`src/rtl/exc_pkg.sv`:
```
package exc_pkg;
    localparam int NCAUSE = 8;
    localparam int CW     = 3;

    typedef enum logic [CW-1:0] {
        C_IF_PAGE   = 3'd0,
        C_IF_ALIGN  = 3'd1,
        C_IF_PROT   = 3'd2,
        C_ID_ILLEGAL = 3'd3,
        C_EX_ARITH  = 3'd4,
        C_MEM_PAGE  = 3'd5,
        C_MEM_ALIGN = 3'd6,
        C_MEM_PROT  = 3'd7
    } cause_e;
endpackage

```
`src/rtl/exc_prio_enc.sv`:
```
module exc_prio_enc #(
    parameter int N = 8,
    parameter int W = 3
) (
    input  logic [N-1:0] vec_i,
    output logic [W-1:0] idx_o,
    output logic         any_o
);
    // lowest index wins: scan downward so the last hit is the smallest
    always_comb begin
        idx_o = '0;
        for (int i = N - 1; i >= 0; i--) begin
            if (vec_i[i]) idx_o = i[W-1:0];
        end
        any_o = |vec_i;
    end
endmodule

```
`src/rtl/exc_epc_save.sv`:
```
module exc_epc_save #(
    parameter int PCW   = 32,
    parameter int NSAVE = 2
) (
    input  logic                       clk,
    input  logic                       rst_n,
    input  logic                       capture_i,
    input  logic [NSAVE-1:0][PCW-1:0]  pcs_i,
    output logic [NSAVE-1:0][PCW-1:0]  epc_o
);
    logic [NSAVE-1:0][PCW-1:0] epc_d, epc_q;

    always_comb begin
        epc_d = epc_q;
        if (capture_i) epc_d = pcs_i;
    end

    always_ff @(posedge clk) begin
        if (!rst_n) epc_q <= '0;
        else        epc_q <= epc_d;
    end

    assign epc_o = epc_q;
endmodule

```
`src/rtl/precise_exc_ctrl.sv`:
```
module precise_exc_ctrl #(
    parameter int PCW   = 32,
    parameter int DSLOT = 1     // delay-slot length, 0..3
) (
    input  logic                          clk,
    input  logic                          rst_n,
    input  logic                          fetch_valid_i,
    input  logic [PCW-1:0]                fetch_pc_i,
    input  logic [2:0]                    if_fault_i,
    input  logic                          id_fault_i,
    input  logic                          ex_fault_i,
    input  logic [2:0]                    mem_fault_i,
    output logic                          mem_we_en_o,
    output logic                          rf_we_en_o,
    output logic [3:0]                    flush_o,
    output logic                          trap_req_o,
    output logic [2:0]                    trap_cause_o,
    output logic [(DSLOT+1)*PCW-1:0]      epc_o
);
    import exc_pkg::*;

    localparam int NSTG  = 4;          // latches: 0 decode, 1 execute, 2 memory, 3 write-back
    localparam int NSAVE = DSLOT + 1;
    localparam int L_MEM = NSTG - 2;
    localparam int L_WB  = NSTG - 1;

    typedef struct packed {
        logic              vld;
        logic [PCW-1:0]    pc;
        logic [NCAUSE-1:0] vec;
    } slot_t;

    typedef struct packed {
        slot_t [NSTG-1:0] st;
    } state_t;

    state_t s_d, s_q;

    logic [NCAUSE-1:0]              post_if;
    logic [NSTG-2:0][NCAUSE-1:0]    post_stage;   // posted while leaving latch k
    logic [CW-1:0]                  wb_idx;
    logic                           wb_any;
    logic                           trap;
    logic [PCW-1:0]                 wb_pc;
    logic [NSAVE-1:0][PCW-1:0]      save_pcs;
    logic [NSAVE-1:0][PCW-1:0]      epc_w;

    exc_prio_enc #(.N(NCAUSE), .W(CW)) u_prio (
        .vec_i (s_q.st[L_WB].vec),
        .idx_o (wb_idx),
        .any_o (wb_any)
    );

    assign trap  = s_q.st[L_WB].vld & wb_any;
    assign wb_pc = s_q.st[L_WB].pc;

    // faults are accepted only for a stage holding a valid instruction
    always_comb begin
        post_if       = fetch_valid_i ? {5'b0, if_fault_i} : '0;
        post_stage[0] = s_q.st[0].vld ? {4'b0, id_fault_i, 3'b0} : '0;
        post_stage[1] = s_q.st[1].vld ? {3'b0, ex_fault_i, 4'b0} : '0;
        post_stage[2] = s_q.st[2].vld ? {mem_fault_i, 5'b0}      : '0;
    end

    always_comb begin
        s_d = s_q;
        s_d.st[0].vld = fetch_valid_i;
        s_d.st[0].pc  = fetch_pc_i;
        s_d.st[0].vec = post_if;
        for (int k = 1; k < NSTG; k++) begin
            s_d.st[k]     = s_q.st[k-1];
            s_d.st[k].vec = s_q.st[k-1].vec | post_stage[k-1];
        end
        if (trap) s_d = '0;
    end

    always_ff @(posedge clk) begin
        if (!rst_n) s_q <= '0;
        else        s_q <= s_d;
    end

    genvar g;
    generate
        for (g = 0; g < NSAVE; g++) begin : g_save
            assign save_pcs[g] = s_q.st[L_WB-g].pc;
        end
    endgenerate

    exc_epc_save #(.PCW(PCW), .NSAVE(NSAVE)) u_epc (
        .clk       (clk),
        .rst_n     (rst_n),
        .capture_i (trap),
        .pcs_i     (save_pcs),
        .epc_o     (epc_w)
    );

    assign epc_o        = epc_w;
    assign trap_req_o   = trap;
    assign trap_cause_o = trap ? wb_idx : '0;
    assign rf_we_en_o   = s_q.st[L_WB].vld & ~wb_any;
    assign mem_we_en_o  = s_q.st[L_MEM].vld & ~trap
                        & ~|(s_q.st[L_MEM].vec | post_stage[L_MEM]);
    assign flush_o      = trap ? {s_q.st[2].vld, s_q.st[1].vld, s_q.st[0].vld, fetch_valid_i}
                               : 4'b0;
endmodule

```
`config.mk`:
```
export PLATFORM = sky130hd
export DESIGN_NAME = precise_exc_ctrl
export DESIGN_NICKNAME = d
export VERILOG_FILES = /design/src/rtl/exc_pkg.sv /design/src/rtl/exc_prio_enc.sv /design/src/rtl/exc_epc_save.sv /design/src/rtl/precise_exc_ctrl.sv
export SDC_FILE = /design/constraint.sdc
export NUM_CORES = 1
export LEC_CHECK = 0
export BUFFER_PORTS_ARGS = -buffer_cell sky130_fd_sc_hd__buf_4
export CORE_MARGIN = 2
export CORE_UTILIZATION = 59
export DETAILED_ROUTE_END_ITERATION = 8
export PLACE_DENSITY = 0.92
export REMOVE_ABC_BUFFERS = 1
export SLEW_MARGIN = 20
export SYNTH_ARGS = -nofsm -noshare
export SYNTH_HDL_FRONTEND = slang
export SYNTH_HIERARCHICAL = 1
export SYNTH_SLANG_ARGS = --single-unit
```
`constraint.sdc`:
```
create_clock -name clk -period 3.35 [get_ports clk]
set_clock_uncertainty 0.1 [all_clocks]
set_input_delay 0.5025 -clock clk [delete_from_list [all_inputs] [get_ports clk]]
set_output_delay 0.5025 -clock clk [all_outputs]
set_load 0.05 [all_outputs]
```
==> results of run 1 <==
[where the power goes]
group	switching (W)	internal, W
registers	0.0000169	0.00263
logic	0.0000595	0.0000779
clock network	0.000880	0.00129
total	0.000956	0.00399
[routing by layer]
layer  GRT usage  share of wire  wire [um]  up-vias
li1            -              -          -     1982
met1      0.2172           0.41       4740     1821
met2      0.3321           0.51       5946      102
met3     0.04647          0.058        679       25
met4     0.06667          0.026        305        0
met5           0              0          0        -
[path summary, 6_finish.rpt]
check                                    from          end  slack, ns
worst max register to register       s_q[127]     s_q[101]       1.05
worst min register to register        s_q[66]     s_q[107]       0.32
worst max-delay path                 s_q[127]  mem_we_en_o       0.43
worst min-delay path            fetch_pc_i[5]      s_q[13]       0.13
[synthesized netlist by cell type (all sizes together)]
cell type and number:
a21boi 2, a21oi 1, and2 145, and3 15, and3b 1, buf 8, clkbuf 22, dfxtp 216
inv 1, mux2i 64, nand2b 1, nand3 1, nor2 3, nor2b 66, nor4 2, o21ai 1
o21bai 1, o41ai 1, or3 1, or4 1
[logic make-up after synthesis]
family / share of synthesized area
and+or+nand+nor: 0.2212
DFF: 0.6442
muxes: 0.09543
buffers and inverters: 0.03131
AOI/OAI and AO/OA: 0.007828
[registers in the layout, summed over array words and instances (netlist names)]
register     count
u_epc/epc_o     64
s_q            120
wb_pc           32
[area by class of cell]
cell class / count / area [um2]
multi-input combinational: 306 / 2181
clock buffer: 29 / 585.6
tap: 140 / 175.2
timing repair buffer: 120 / 913.4
inverter: 1 / 3.754
fill: 711 / 2750
clock inverter: 5 / 50.05
sequential: 216 / 4324
[placed cells by master, fill, tap and decap left out, types with 2 or more instances in the layout]
cell,n
nor2b_1,66
clkinv_2,4
and2_1,143
and3_1,15
nor2_1,3
dfxtp_1,216
clkbuf_16,21
clkbuf_1,5
mux2i_1,64
buf_4,119
clkbuf_8,3
nor4_2,2
[metrics by stage]
stage                     power, W  hold slack, ns  std cells  TNS [ns]
after floorplan           0.002765          0.3057        523    -28.36
after global placement    0.002830          0.3070        783         0
after detailed placement  0.002839          0.3113        783         0
after CTS                 0.004996          0.1201        817         0
after global routing      0.005131          0.1175        817         0
final                     0.004950          0.1294        817         0
[worst reg2reg max path: cells and delay by family (launching register included)]
| kind | cells | cell delay (ns) |
|---|---|---|
| simple gates | 3 | 0.97 |
| compound gates | 1 | 0.46 |
| buf+inv | 1 | 0.37 |
| flops | 1 | 0.33 |
==> out/metrics.yaml, run 1 <==
outcome:
  status: "complete, no violations"
timing:
  finalHoldViolations: 0
  max_slew_margin: 0.6150
  period_needed_ns: 2.916
  worst_slack_ns: 0.4345
  maxSlewViolCount: 0
  tightest_slew_ns: 0.5776
  setup_violations: 0
  rsz0062_at_grt: "false"
  fin_crit_sh: 0.8703
  maxClockFrequency_ghz: 0.3430
layout:
  fin_area_um2: 8233
  area_delta_synth_final_pct: 22.65
  diodes: 0
  layout-drive-gt1-share: 0.2275
  final_util: 0.7496
  nets: 709
die:
  coreArea_um2: 10980
  ios: 117
  fp.dieH_um: 110.7
  die-area_um2: 12250
  rows: 38
  start_util: 0.6112
  die_w_um: 110.7
critical_path:
  crit_top_cell: "nor4_2"
  cp-end-kind: "primary output"
  max_stage_delay_ns: 0.34
  crit_slowest_cell: "nand3_1"
  cp_max_fo: 10
  cp_num_cells: 5
  cp.arrival_ns: 2.31
  crit_chain: "nor4_2 -> nand3_1 -> and2_4 -> nor4_2 -> buf_4"
  crit_family: "simple AND/OR/NAND/NOR gates"
  ff2ff_path_depth: 5
  worst-path-buf-inv: 1
  crit_required_ns: 2.75
  cp-start-kind: "flip-flop"
  critPathKind: "flip-flop to primary output"
synthesis:
  ys_ff_latch: 216
  seq_area_frac_synth: 0.6442
  synth_top_area_share: 0.6442
  ys_warn_count: 6
  synth_cells: 553
  synth_area_leader_cell: "dfxtp_1"
  avgSynthCellArea_um2: 12.14
  synth.distinct_cells: 24
  yosys-top-cells-area: "dfxtp_1 (64%), and2_1 (13%), mux2i_1 (9.5%), nor2b_1 (6.2%), and3_1 (1.4%)"
  syn-cell-area_um2: 6713
detailed_routing:
  wl_um: 11670
  viasPerCell: 4.810
  ant_nets: 0
  drcViolationCount: 0
  first_iter_violations: 159
  vias: 3930
  drt-pass1-iter-count: 4
  wl_per_cell_um: 14.29
cts:
  cts_tree: "done"
  cts_sinks: 216
  cts_setup_buffers: 0
  path_clk_slew_ns: 0.06
  numCtsBuffers: 21
  cts_hold_buf: 0
  clockRootBuffer: "clkbuf_16"
  clk_path_buf_depth: 3
  h-tree-depth: 1
  clk-insertion-delay-late_ns: 0.47
  ctsResizeCount: 0
grt:
  grt_antenna_before_repair: 0
  grtUsageTotal: 0.1862
  grt_pass1_vias: 4004
  overflow: 0
  grt_max_degree: 137
  grt_pass1_wl_um: 19020
placed_design:
  port-buffer-count: 116
  hpwlAfterDp_um: 6998
  dpl_cell_area_um2: 7597
  pre_cts_ws_ns: 0.9495
  place_congestion: 0.7380
pwr:
  leakage_nw: 3.402
  power.density_nw_per_um2: 601.3
  vdd.ir_drop.worst_mv: 0.5376
job:
  drv_cap: 0
worst_hold_path:
  hp-class: "input port to flip-flop"
  whs_path_depth: 2
No activity file was read; power rests on OpenSTA's default activity.
==> inputs of run 2 (changes only) <==
- CORE_MARGIN: 2 -> unset
- SKIP_CTS_REPAIR_TIMING: unset -> 1
==> run 2 against run 1 <==
First-iteration DRC count down 11%. Largest power group unchanged. Wire length shrank 4.6%. Sequential power barely moved. Worst setup slack worse by 0.15 ns. Non-clock buffer count did not move. Power increased by 2.8%. Die area fell by 3.6%. Flip-flop and latch count is the same. Critical endpoint unchanged. Critical path type unchanged. Maximum frequency shrank 4.9%. Clock power is 6% higher. Via count down 0.84%.
==> out/metrics.yaml, run 2 (synthesized netlist as in run 1, its figures left out) <==
worst_hold_path:
  whs_path_depth: 2
  min_from: "fetch_pc_i[2]"
  hp-class: "input port to flip-flop"
  min_to: "s_q[10]"
detailed_routing:
  wl_um: 11130
  wl_per_cell_um: 13.57
  vias: 3897
  drt-pass1-iter-count: 4
  ant_nets: 0
  drcViolationCount: 0
  viasPerCell: 4.752
  first_iter_violations: 141
job:
  drv_cap: 0
timing:
  setup_violations: 0
  max_slew_margin: 0.5140
  rsz0062_at_grt: "false"
  finalHoldViolations: 0
  maxSlewViolCount: 0
  fin_crit_sh: 0.9147
  period_needed_ns: 3.064
  fin_tns_setup_ns: 0
  maxClockFrequency_ghz: 0.3263
  tightest_slew_ns: 0.7291
layout:
  fin_cells: 820
  layout-drive-gt1-share: 0.2279
  final_util: 0.7538
  mostFrequentLayoutCells: "dfxtp_1 (216), and2_1 (143), buf_4 (120)"
  area_delta_synth_final_pct: 23.34
  largest_reg_flops: 120
  layout_commonest_cell: "dfxtp_1"
  diodes: 0
  largest_register: "s_q"
  nets: 709
  fill_cells: 688
critical_path:
  cp-end-kind: "primary output"
  ff2ff_path_depth: 6
  crit_top_cell: "nor4_2"
  reg2reg_slack_ns: 0.79
  cp-start-kind: "flip-flop"
  max_stage_delay_ns: 0.41
  cp_max_fo: 28
  crit_family: "simple AND/OR/NAND/NOR gates"
  cp.arrival_ns: 2.46
  crit_chain: "nor4_2 -> nand3_1 -> and2_4 -> nor4_2 -> buf_4"
  crit-reg2reg-launch: "s_q[125]"
  crit_slowest_cell: "and2_4"
  worst-path-buf-inv: 1
  rr_endpoint: "u_epc/epc_o[58]"
  crit_required_ns: 2.75
  critPathKind: "flip-flop to primary output"
pwr:
  p_int_w: 0.004128
  pwr-share-seq: 0.519
  p_comb_frac: 0.027
  p_switching_w: 0.0009628
  leakage_nw: 3.421
  clkPwrFrac: 0.454
  vdd.ir_drop.worst_mv: 0.6200
  switching_share: 0.1891
  power.density_nw_per_um2: 614.9
placed_design:
  place_congestion: 0.7018
  hpwlAfterDp_um: 6879
  place_inst: 783
  port-buffer-count: 116
die:
  rows: 38
  fp.dieH_um: 108.7
  start_util: 0.6112
  ios: 117
  coreArea_um2: 10980
  die_w_um: 108.7
  die-area_um2: 11810
grt:
  grtUsageTotal: 0.1841
  grt_antenna_before_repair: 0
  grt_pass1_wl_um: 17080
  grt_pass1_vias: 3624
  grt_max_degree: 103
  overflow: 0
cts:
  h-tree-depth: 1
  clk-insertion-delay-late_ns: 0.48
  numCtsBuffers: 21
  path_clk_slew_ns: 0.06
  cts_tree: "done"
  clockRootBuffer: "clkbuf_16"
  cts_sinks: 216
  clk_path_buf_depth: 3
outcome:
  status: "complete, no violations"
[run 2: cell types whose count changed in the layout (fill, tap and decap cells not counted)]
cell       delta
clkinv_2      -3
buf_12        -1
bufinv_16     +1
clkbuf_1      +2
inv_6         +1
buf_4         +1
clkbuf_8      +2
[run 2: area by class of cell]
cell class	instances	area (um2)	share of cell area
timing repair buffer	120	900.9	0.1088
multi-input combinational	306	2181	0.2634
clock buffer	33	620.6	0.07496
tap	140	175.2	0.02116
inverter	1	3.754	0.0004534
clock inverter	4	73.82	0.008916
sequential	216	4324	0.5223
[run 2: power by group through the flow]
| stage | sequential (W) | combinational (W) | clock (W) |
|---|---|---|---|
| 2_1_floorplan | 0.00270 | 0.0000693 | 0 |
| 3_3_place_gp | 0.00270 | 0.000132 | 0 |
| 3_5_place_dp | 0.00270 | 0.000137 | 0 |
| 4_1_cts | 0.00264 | 0.000138 | 0.00236 |
| 5_1_grt | 0.00265 | 0.000149 | 0.00247 |
| 6_report | 0.00264 | 0.000136 | 0.00231 |
[run 2: per-layer routing]
metal | wire length, um | up-vias | part of all wire | track usage
li1 | - | 1975 | - | -
met5 | 0 | - | 0 | 0
met2 | 5756 | 86 | 0.52 | 0.3436
met4 | 250 | 0 | 0.022 | 0.05695
met1 | 4681 | 1813 | 0.42 | 0.2090
met3 | 442 | 23 | 0.040 | 0.03825
[run 2: stage by stage]
| stage | setup WS (ns) | area, um2 | hold slack (ns) | total power (W) |
|---|---|---|---|---|
| 4_1_cts | 0.2624 | 8279 | 0.1062 | 0.005145 |
| 3_3_place_gp | 0.9176 | 7585 | 0.3070 | 0.002829 |
| 3_5_place_dp | 0.8051 | 7585 | 0.3115 | 0.002838 |
| 6_report | 0.2858 | 8279 | 0.1201 | 0.005091 |
| 5_1_grt | 0.1671 | 8279 | 0.1113 | 0.005270 |
| 2_1_floorplan | -1.038 | 6506 | 0.3057 | 0.002765 |
[run 2: worst max-delay path by stage]
stage              from             end  cells after the start
2_1_floorplan  s_q[127]     mem_we_en_o                      4
3_3_place_gp   s_q[127]     mem_we_en_o                      5
3_5_place_dp   s_q[125]  u_epc/epc_o[2]                      6
4_1_cts        s_q[127]     mem_we_en_o                      5
5_1_grt        s_q[127]     mem_we_en_o                      5
6_report       s_q[127]     mem_we_en_o                      5
[run 2: worst register-to-register path, stage by stage, from the launching register on]
cell and delay [ns]:
dfxtp_1 0.35, nor2_1 0.07, nand3_1 0.31, and2_4 0.55
buf_4 0.68, mux2i_1 0.32, nor2b_1 0.07
==> inputs of run 3 (changes only) <==
- ABC_CLOCK_PERIOD_IN_PS: unset -> 3350
- SETUP_SLACK_MARGIN: unset -> 0.1
- SYNTH_HIERARCHICAL: 1 -> unset
==> run 3 against run 2 <==
Power increased by 2.4%. Maximum frequency increased by 11%. Clock power increased by 5%. Worst hold slack improved by 0.033 ns. Via count increased by 17%. Global-route usage increased by 1.6 points. Critical path type unchanged. Critical endpoint is now flush_o[0]. Largest cell class unchanged.
==> out/metrics.yaml, run 3 <==
synthesis:
  synth_common_cells: "dfxtp_1 (216), and3_1 (145), nand2_1 (129), mux2i_1 (64), clkbuf_1 (36)"
  syn-cell-area_um2: 6855
  synth.distinct_cells: 24
  ys_ff_latch: 216
  yosys.cell_count.top_type: "dfxtp_1"
  synth_cells: 640
  synth_ff_type: "dfxtp_1"
  avgSynthCellArea_um2: 10.71
  synth_edf_count: 0
  ys_warn_count: 0
  seq_area_frac_synth: 0.6308
  synthArstFlopShare: 0
  yosys-top-cells-area: "dfxtp_1 (63%), and3_1 (13%), mux2i_1 (9.3%), nand2_1 (7.1%), clkbuf_1 (2.0%)"
  synth_top_area_share: 0.6308
  synth_area_leader_cell: "dfxtp_1"
grt:
  grt_pass1_vias: 4223
  grt_antenna_before_repair: 0
  grt_pass1_wl_um: 19240
  grtUsageTotal: 0.2006
  grt_max_degree: 153
  overflow: 0
placed_design:
  hpwlAfterDp_um: 7342
  pre_cts_ws_ns: 1.064
  port-buffer-count: 116
  place_congestion: 0.7494
  place_inst: 848
layout:
  mostFrequentLayoutCells: "dfxtp_1 (216), and3_1 (145), nand2_1 (129)"
  fin_cells: 884
  nets: 773
  largest_register: "s_q"
  area_delta_synth_final_pct: 22.94
  final_util: 0.7608
  layout-drive-gt1-share: 0.2137
  largest_reg_flops: 120
  layout_commonest_cell: "dfxtp_1"
  diodes: 0
  fill_cells: 739
timing:
  period_needed_ns: 2.753
  whs_ns: 0.1528
  worst_slack_ns: 0.5972
  max_slew_margin: 0.4471
  finalHoldViolations: 0
  maxSlewViolCount: 0
  maxClockFrequency_ghz: 0.3633
  rsz0062_at_grt: "false"
  setup_violations: 0
  tightest_slew_ns: 0.8294
  fin_crit_sh: 0.8217
cts:
  path_clk_slew_ns: 0.07
  clk_path_buf_depth: 3
  numCtsBuffers: 20
  clockRootBuffer: "clkbuf_16"
  cts_tree: "done"
  clk-insertion-delay-late_ns: 0.48
  h-tree-depth: 1
  cts_sinks: 216
die:
  start_util: 0.6188
  fp.dieH_um: 109.8
  die-area_um2: 12050
  ios: 117
  coreArea_um2: 11080
  die_w_um: 109.8
  rows: 38
critical_path:
  max_stage_delay_ns: 0.46
  cp.arrival_ns: 2.15
  critPathKind: "flip-flop to primary output"
  cp_max_fo: 32
  cp-end-kind: "primary output"
  crit_chain: "nor4_2 -> a21bo_4 -> inv_4 -> and2_1 -> buf_4"
  crit_required_ns: 2.75
  crit_slowest_cell: "nor4_2"
  cp-start-kind: "flip-flop"
detailed_routing:
  vias: 4571
  first_iter_violations: 295
  ant_nets: 0
  viasPerCell: 5.171
  wl_um: 12290
  wl_per_cell_um: 13.90
  drt-pass1-iter-count: 5
  drcViolationCount: 0
pwr:
  vdd.ir_drop.worst_mv: 0.4538
  power.density_nw_per_um2: 618.6
  finalPower_w: 0.005214
  leakage_nw: 3.848
job:
  drv_cap: 0
outcome:
  status: "complete, no violations"
worst_hold_path:
  hp-class: "input port to flip-flop"
## run 3: changes by cell type in the layout (fill, tap and decap cells not counted), moves of 2 or more
cell and delta:
bufinv_16 +2, buf_6 +2, nand2_1 +129, and3_1 +130, nor2_1 +2, clkbuf_1 -3, nor2b_1 -65, and4_1 +8
and2_1 -139
## run 3: kinds of logic after synthesis
logic type | after synthesis | share of synthesized area
simple gates | 297 | 0.2270
buf+inv | 57 | 0.04271
flops | 216 | 0.6308
mux | 64 | 0.09345
compound gates | 6 | 0.006023
## run 3: worst paths after layout
path                endpoint  depth (start not counted)      startpoint  slack, ns
max               flush_o[0]                          5        s_q[124]       0.60
min                  s_q[21]                          2  fetch_pc_i[13]       0.15
max reg2reg          s_q[86]                          4        s_q[124]       1.18
min reg2reg  u_epc.epc_o[22]                          2       wb_pc[22]       0.34
## run 3: cell type report
| cell class | instances | area (um2) | area share |
|---|---|---|---|
| flip-flops and latches | 216 | 4324 | 0.5131 |
| multi-input cells | 367 | 2245 | 0.2663 |
| well taps | 140 | 175.2 | 0.02078 |
| repair buffers | 123 | 943.4 | 0.1119 |
| inverters | 2 | 10.01 | 0.001188 |
| clock inverters | 8 | 160.2 | 0.01900 |
| clock buffers | 28 | 570.5 | 0.06770 |
## run 3: layer usage
| metal | part of all wire | wire [um] | track usage | up-vias |
|---|---|---|---|---|
| li1 | - | - | - | 2323 |
| met1 | 0.42 | 5128 | 0.2340 | 2139 |
| met2 | 0.52 | 6409 | 0.3714 | 85 |
| met3 | 0.038 | 463 | 0.03438 | 24 |
| met4 | 0.023 | 286 | 0.06286 | 0 |
| met5 | 0 | 0 | 0 | - |
## run 3: where the power goes
group | internal [W] | switching, W | total, W | leakage, nW
Sequential | 0.00263 | 0.0000165 | 0.00264 | 1.76
Clock | 0.00151 | 0.000919 | 0.00243 | 0.353
Combinational | 0.0000702 | 0.0000704 | 0.000141 | 1.74
Total | 0.00421 | 0.00101 | 0.00521 | 3.85
## run 3: through the flow
stage | TNS [ns] | instance area (um2)
after floorplan | -27.45 | 6573
after global placement | 0 | 7694
after detailed placement | 0 | 7694
after CTS | 0 | 8424
after global routing | 0 | 8428
final | 0 | 8428
## run 3: worst max-delay path: cells and delay by family (launching register included)
kind / cells / cell delay [ns]
and+or+nand+nor: 2 / 0.71
buffers and inverters: 2 / 0.37
AOI/OAI and AO/OA: 1 / 0.24
DFF: 1 / 0.35
